===== src/rtl/ws_pkg.sv =====
package ws_pkg;

  typedef enum logic [1:0] {
    FT_IDLE = 2'b00,
    FT_HEAD = 2'b01,
    FT_BODY = 2'b10,
    FT_TAIL = 2'b11
  } flit_type_e;

  typedef enum logic [2:0] {
    DIR_EAST  = 3'd0,
    DIR_WEST  = 3'd1,
    DIR_NORTH = 3'd2,
    DIR_SOUTH = 3'd3,
    DIR_LOCAL = 3'd4
  } dir_e;

  localparam int NUM_DIRS = 4;

  // control -> datapath strobes
  typedef struct packed {
    logic loadReg;     // capture the selected flit
    logic takeHost;    // selected flit comes from the host
    logic latchRoute;  // header leaving: keep its direction
    logic clearRoute;  // tail leaving: release the route
  } strobe_s;

endpackage


===== src/rtl/ws_route_calc.sv =====
module ws_route_calc
  import ws_pkg::*;
#(
  parameter int COORD_W = 4
) (
  input  logic [COORD_W-1:0] myX,
  input  logic [COORD_W-1:0] myY,
  input  logic [COORD_W-1:0] dstX,
  input  logic [COORD_W-1:0] dstY,
  output dir_e               dir
);

  // X dimension is resolved fully before Y is looked at
  always_comb begin
    if (dstX > myX)      dir = DIR_EAST;
    else if (dstX < myX) dir = DIR_WEST;
    else if (dstY > myY) dir = DIR_NORTH;
    else if (dstY < myY) dir = DIR_SOUTH;
    else                 dir = DIR_LOCAL;
  end

endmodule


===== src/rtl/ws_in_datapath.sv =====
module ws_in_datapath
  import ws_pkg::*;
#(
  parameter int FLIT_W  = 16,
  parameter int COORD_W = 4
) (
  input  logic              clk,
  input  logic              rstN,
  input  strobe_s           strb,
  input  logic [FLIT_W-1:0] netFlit,
  input  logic [FLIT_W-1:0] hostFlit,
  input  logic [COORD_W-1:0] myX,
  input  logic [COORD_W-1:0] myY,
  output logic [FLIT_W-1:0] regFlit,
  output flit_type_e        regType,
  output dir_e              curDir,
  output logic              routeOpen
);

  localparam int TYPE_MSB = FLIT_W - 1;
  localparam int X_LSB    = COORD_W;
  localparam int X_MSB    = 2 * COORD_W - 1;

  logic [FLIT_W-1:0] flitReg;
  dir_e              routeReg;
  logic              openReg;
  dir_e              headDir;

  ws_route_calc #(.COORD_W(COORD_W)) uCalc (
    .myX  (myX),
    .myY  (myY),
    .dstX (flitReg[X_MSB:X_LSB]),
    .dstY (flitReg[COORD_W-1:0]),
    .dir  (headDir)
  );

  always_ff @(posedge clk) begin
    if (!rstN) begin
      flitReg  <= '0;
      routeReg <= DIR_LOCAL;
      openReg  <= 1'b0;
    end else begin
      if (strb.loadReg)
        flitReg <= strb.takeHost ? hostFlit : netFlit;
      if (strb.latchRoute) begin
        routeReg <= headDir;
        openReg  <= 1'b1;
      end else if (strb.clearRoute) begin
        openReg  <= 1'b0;
      end
    end
  end

  assign regFlit   = flitReg;
  assign regType   = flit_type_e'(flitReg[TYPE_MSB -: 2]);
  assign curDir    = (regType == FT_HEAD) ? headDir : routeReg;
  assign routeOpen = openReg;

endmodule


===== src/rtl/ws_in_control.sv =====
module ws_in_control
  import ws_pkg::*;
#(
  parameter int N_OUT = NUM_DIRS
) (
  input  logic             clk,
  input  logic             rstN,
  input  logic             netValid,
  input  logic             hostValid,
  input  flit_type_e       netType,
  input  flit_type_e       hostType,
  input  flit_type_e       regType,
  input  dir_e             curDir,
  input  logic             routeOpen,
  input  logic [N_OUT-1:0] outFull,
  input  logic             ejFull,
  output logic             netReady,
  output logic             hostReady,
  output logic [N_OUT-1:0] outPush,
  output logic             ejPush,
  output strobe_s          strb
);

  logic       regValid;
  logic       pktOpen;
  logic       pktHost;
  logic       haveRoute;
  logic       tgtFull;
  logic       fire;
  logic       drop;
  logic       inReady;
  logic       takeNet;
  logic       takeHost;
  flit_type_e selType;

  always_comb begin
    haveRoute = (regType == FT_HEAD) || routeOpen;

    tgtFull = 1'b0;
    if (curDir == DIR_LOCAL) tgtFull = ejFull;
    else begin
      for (int d = 0; d < N_OUT; d++)
        if (int'(curDir) == d) tgtFull = outFull[d];
    end

    fire    = regValid && haveRoute && !tgtFull;
    drop    = regValid && !haveRoute;
    inReady = !regValid || fire || drop;

    // neighbour first; an open packet locks out the other source
    netReady  = inReady && (!pktOpen || !pktHost);
    hostReady = inReady && (pktOpen ? pktHost : !netValid);

    takeNet  = netValid && netReady;
    takeHost = hostValid && hostReady && !takeNet;
    selType  = takeNet ? netType : hostType;

    strb.loadReg    = (takeNet || takeHost) && (selType != FT_IDLE);
    strb.takeHost   = takeHost;
    strb.latchRoute = fire && (regType == FT_HEAD);
    strb.clearRoute = fire && (regType == FT_TAIL);

    ejPush = fire && (curDir == DIR_LOCAL);
    for (int d = 0; d < N_OUT; d++)
      outPush[d] = fire && (int'(curDir) == d);
  end

  always_ff @(posedge clk) begin
    if (!rstN) begin
      regValid <= 1'b0;
      pktOpen  <= 1'b0;
      pktHost  <= 1'b0;
    end else begin
      if (strb.loadReg)       regValid <= 1'b1;
      else if (fire || drop)  regValid <= 1'b0;

      if (strb.loadReg) begin
        if (selType == FT_HEAD) begin
          pktOpen <= 1'b1;
          pktHost <= takeHost;
        end else if (selType == FT_TAIL) begin
          pktOpen <= 1'b0;
        end
      end
    end
  end

endmodule


===== src/rtl/ws_input_stage.sv =====
module ws_input_stage
  import ws_pkg::*;
#(
  parameter int FLIT_W  = 16,
  parameter int COORD_W = 4
) (
  input  logic               clk,
  input  logic               rstN,
  input  logic [COORD_W-1:0] myX,
  input  logic [COORD_W-1:0] myY,
  input  logic               netValid,
  input  logic [FLIT_W-1:0]  netFlit,
  output logic               netReady,
  input  logic               hostValid,
  input  logic [FLIT_W-1:0]  hostFlit,
  output logic               hostReady,
  input  logic [3:0]         outFull,
  input  logic               ejFull,
  output logic [3:0]         outPush,
  output logic               ejPush,
  output logic [FLIT_W-1:0]  outFlit
);

  localparam int TYPE_MSB = FLIT_W - 1;

  strobe_s    strb;
  flit_type_e regType;
  dir_e       curDir;
  logic       routeOpen;

  ws_in_control #(.N_OUT(NUM_DIRS)) uCtl (
    .clk       (clk),
    .rstN      (rstN),
    .netValid  (netValid),
    .hostValid (hostValid),
    .netType   (flit_type_e'(netFlit[TYPE_MSB -: 2])),
    .hostType  (flit_type_e'(hostFlit[TYPE_MSB -: 2])),
    .regType   (regType),
    .curDir    (curDir),
    .routeOpen (routeOpen),
    .outFull   (outFull),
    .ejFull    (ejFull),
    .netReady  (netReady),
    .hostReady (hostReady),
    .outPush   (outPush),
    .ejPush    (ejPush),
    .strb      (strb)
  );

  ws_in_datapath #(.FLIT_W(FLIT_W), .COORD_W(COORD_W)) uDp (
    .clk       (clk),
    .rstN      (rstN),
    .strb      (strb),
    .netFlit   (netFlit),
    .hostFlit  (hostFlit),
    .myX       (myX),
    .myY       (myY),
    .regFlit   (outFlit),
    .regType   (regType),
    .curDir    (curDir),
    .routeOpen (routeOpen)
  );

endmodule


===== config.mk =====
export PLATFORM = sky130hd
export DESIGN_NAME = ws_input_stage
export DESIGN_NICKNAME = d
export VERILOG_FILES = /design/src/rtl/ws_pkg.sv /design/src/rtl/ws_route_calc.sv /design/src/rtl/ws_in_datapath.sv /design/src/rtl/ws_in_control.sv /design/src/rtl/ws_input_stage.sv
export SDC_FILE = /design/constraint.sdc
export NUM_CORES = 1
export LEC_CHECK = 0
export CAP_MARGIN = 20
export CORE_MARGIN = 4
export CORE_UTILIZATION = 44
export CTS_BUF_LIST = sky130_fd_sc_hd__clkbuf_2
export DETAILED_ROUTE_END_ITERATION = 12
export GPL_TIMING_DRIVEN = 1
export HOLD_SLACK_MARGIN = 0.08
export PLACE_DENSITY = 0.82
export SLEW_MARGIN = 20
export SYNTH_ARGS = -nofsm -noshare
export SYNTH_HDL_FRONTEND = slang
export SYNTH_SLANG_ARGS = --single-unit

===== constraint.sdc =====
create_clock -name clk -period 3.7 [get_ports clk]
set_input_delay 0.555 -clock clk [delete_from_list [all_inputs] [get_ports clk]]
set_output_delay 0.555 -clock clk [all_outputs]
set_load 0.01 [all_outputs]

==> results.md <==
- Multi-input logic area: 1300 um^2
- Clock buffer depth: 2
- Max Slew Vio Count: 0
- Max FO, Critical Path: 6
- FILL cells: 281
- DP Worst Slack: -0.481 ns
- Simple logic cell fraction of the synthesized area: 23.9%
- Sw Pwr: 0.000246 W
- Initial cell density of the core: 46.0%
- Share of power burned in the clock network: 13.6%
- Syn Area/Cell: 8.14 um^2
- Number of hold violations in the final report: 0
- Adder-cell area share of the yosys netlist: 5.86%
- Clock buffer count from CTS: 3
- Final WS setup: 0.0523 ns
- Clock latency on the worst-skew pair: 0.32 ns
- Outcome: completed
- Largest family of logic cells by synthesized area: compound AO/OA/AOI/OAI gates
- DIE HEIGHT: 70.3 um
- Die area: 4950 um^2
- Crit path capture type: output pin
- Peak Freq: 0.274 GHz
- CP Data Required Time: 3.14 ns
- Commonest cells in the netlist: 45 x nand2_1, 23 x dfxtp_1, 16 x a31oi_1
- Slew @ Worst Pin: 0.633 ns
- Top cells by area, synth: dfxtp_1 27%, nand2_1 9.9%, a311oi_2 7.9%
- Clk pin slew, worst setup/hold paths: 0.19 ns
- Yosys warning count: 0
- Total grt overflow: 0
- Area grow syn2layout: 67.3%
- Die Width: 70.3 um
- N_diodes: 0
- Cell Int Power: 0.000485 W
- GPL Wtd Cong: 0.970
- Vias/cell: 5.61
- Most instantiated library cell after synthesis: nand2_1
- Core Area: 3720 um^2
- Final Routed Wirelength: 5450 um
- Cell taking the most area after synthesis: dfxtp_1
- DR pass1 iterations: 4
- CTS tree: built
- Vias in the first global route: 1922
- Syn Std Cell Area: 1710 um^2
- Hold Buf Count CTS: 0
- Synth Register Bits: 23
- H-tree levels: 1
- Clock root buffer master: clkbuf_2
- Max VDD drop: 0.202 mV
- Fin crit period: 3.65 ns
- Setup Viol. Count Final: 0
- Post-synthesis cell type count: 55
- Post-DP HPWL: 3940 um
- Sequential share of power: 40.1%
- Initial drt markers: 131
- Reg area: 460 um^2
- Type of the worst setup path: input port to output pin
- # IOs: 72
- Routed Antenna Nets: 0
- Mux cell area share after synthesis: 2.34%
- Final cell count without fillers: 355
- Initial antenna violation count: 0
- Largest net degree at the start of global routing: 19
- Synth top area share: 26.9%
- Post-synth EDFFs: 0
- DR DRC count: 0
- Critical path arrival: 3.09 ns
- Placed Cells: 337
- Row count: 22
- Power per standard cell area: 256 nW/um^2
- Compound-gate portion of the synthesized area: 33.5%
- Sink Count: 23
- Global-route wire length before repair: 8720 um
- Avg WL per Cell: 15.3 um
- Syn Inst Count: 210
- Nets: 365
- Port bufs: 71
- Post-synth top flop: dfxtp_1
- Synth Net Count: 267
- Setup crit start kind: input port
- Maxcap violations: 0
- Sw frac: 33.6%
- Post-Synth XOR/XNOR Area: 0%
- Lkg Pwr: 1.15 nW
- Comb power frac: 46.3%
- Fin crit share: 98.6%
- GRT Overall Usage: 21.1%
- Seq/Total Area, Yosys: 26.9%
- Worst Clk Skew: 0.0114 ns
- Slew HR: 57.5%
- Share of layout cells above drive strength 1: 30.0%
- Async SR Flop Fraction: 0%
- Worst Hold Class: flip-flop to flip-flop
- Hold WS: 0.494 ns
- Vias: 1990
-- cell usage in the layout (no fill, tap or decap), types with 4 or more instances in the layout --
master and n:
inv_1 8, dlymetal6s2s_1 4, dfxtp_1 23, mux2i_1 4
a311oi_2 9, nand2_1 44, clkdlybuf4s50_1 59, a311oi_1 5
clkbuf_2 6, buf_4 34, nor2_1 5, ha_4 6
nor3_1 4, a31oi_1 16, inv_2 4
-- cells by family after synthesis --
family | Yosys count
and+or+nand+nor | 83
AOI/OAI and AO/OA | 65
buffers and inverters | 27
muxes | 4
adders and majority gates | 8
DFF | 23
-- path summary, 6_finish.rpt --
kind             startpoint             end  slack [ns]  cells after the start
max                  myY[3]       hostReady        0.05                     11
min           uDp.routeOpen   uDp.routeOpen        0.49                      2
max reg2reg  uDp.regFlit[4]  uDp.regFlit[4]        0.41                     13
min reg2reg   uDp.routeOpen   uDp.routeOpen        0.49                      2
-- cell type report --
cell class                      count  share of cell area, %
Clock buffer                        4                  0.700
Inverter                           13                   1.71
Multi-Input combinational cell    160                   45.4
Sequential cell                    23                   16.1
Tap cell                           48                   2.10
Timing Repair Buffer              107                   34.0
-- power groups by stage --
stage	Combinational (W)	Clock, W	Sequential [W]
final	0.000338	0.0000996	0.000293
after global routing	0.000367	0.000113	0.000296
after CTS	0.000307	0.000101	0.000291
after detailed placement	0.000292	0	0.000295
after global placement	0.000287	0	0.000294
after floorplan	0.000150	0	0.000300
-- registers in the layout, indices dropped and copies added (netlist names) --
register,count
uCtl.pktOpen,1
uCtl.regValid,1
uDp.routeReg,3
uDp.regFlit,16
uDp.routeOpen,1
uCtl.pktHost,1
-- metal layers --
| layer | wire length, um | GRT usage [%] |
|---|---|---|
| met1 | 2330 | 26.2 |
| met2 | 2630 | 36.2 |
| met3 | 373 | 4.75 |
| met4 | 110 | 6.38 |
| met5 | 0 | 0 |
-- metrics by stage --
stage	power, W	util (%)	instance area [um^2]	setup TNS, ns
2_1_floorplan	0.000450	-	1710	0
3_3_place_gp	0.000580	69.1	2570	-2.51
3_5_place_dp	0.000586	69.1	2570	-2.90
4_1_cts	0.000699	73.3	2720	0
5_1_grt	0.000776	77.0	2860	-0.0194
6_report	0.000731	77.0	2860	0
-- what timing repair did --
action                                  4_1_cts  5_1_grt
pin swaps                                    12       21
endpoints found under the setup margin        7        7
buffers inserted                              9        5
gates resized for setup                      34       32
-- worst max-delay path, stage by stage --
cell             delay (ns)
clkdlybuf4s50_1        0.46
inv_1                  0.06
ha_4                   0.27
a21oi_1                0.07
and2_4                 0.17
a31o_4                 0.25
buf_4                  0.13
or2_4                  0.23
a2111o_1               0.54
and3_1                 0.22
buf_2                  0.13
Note: power is estimated with default switching activity, not from simulation.
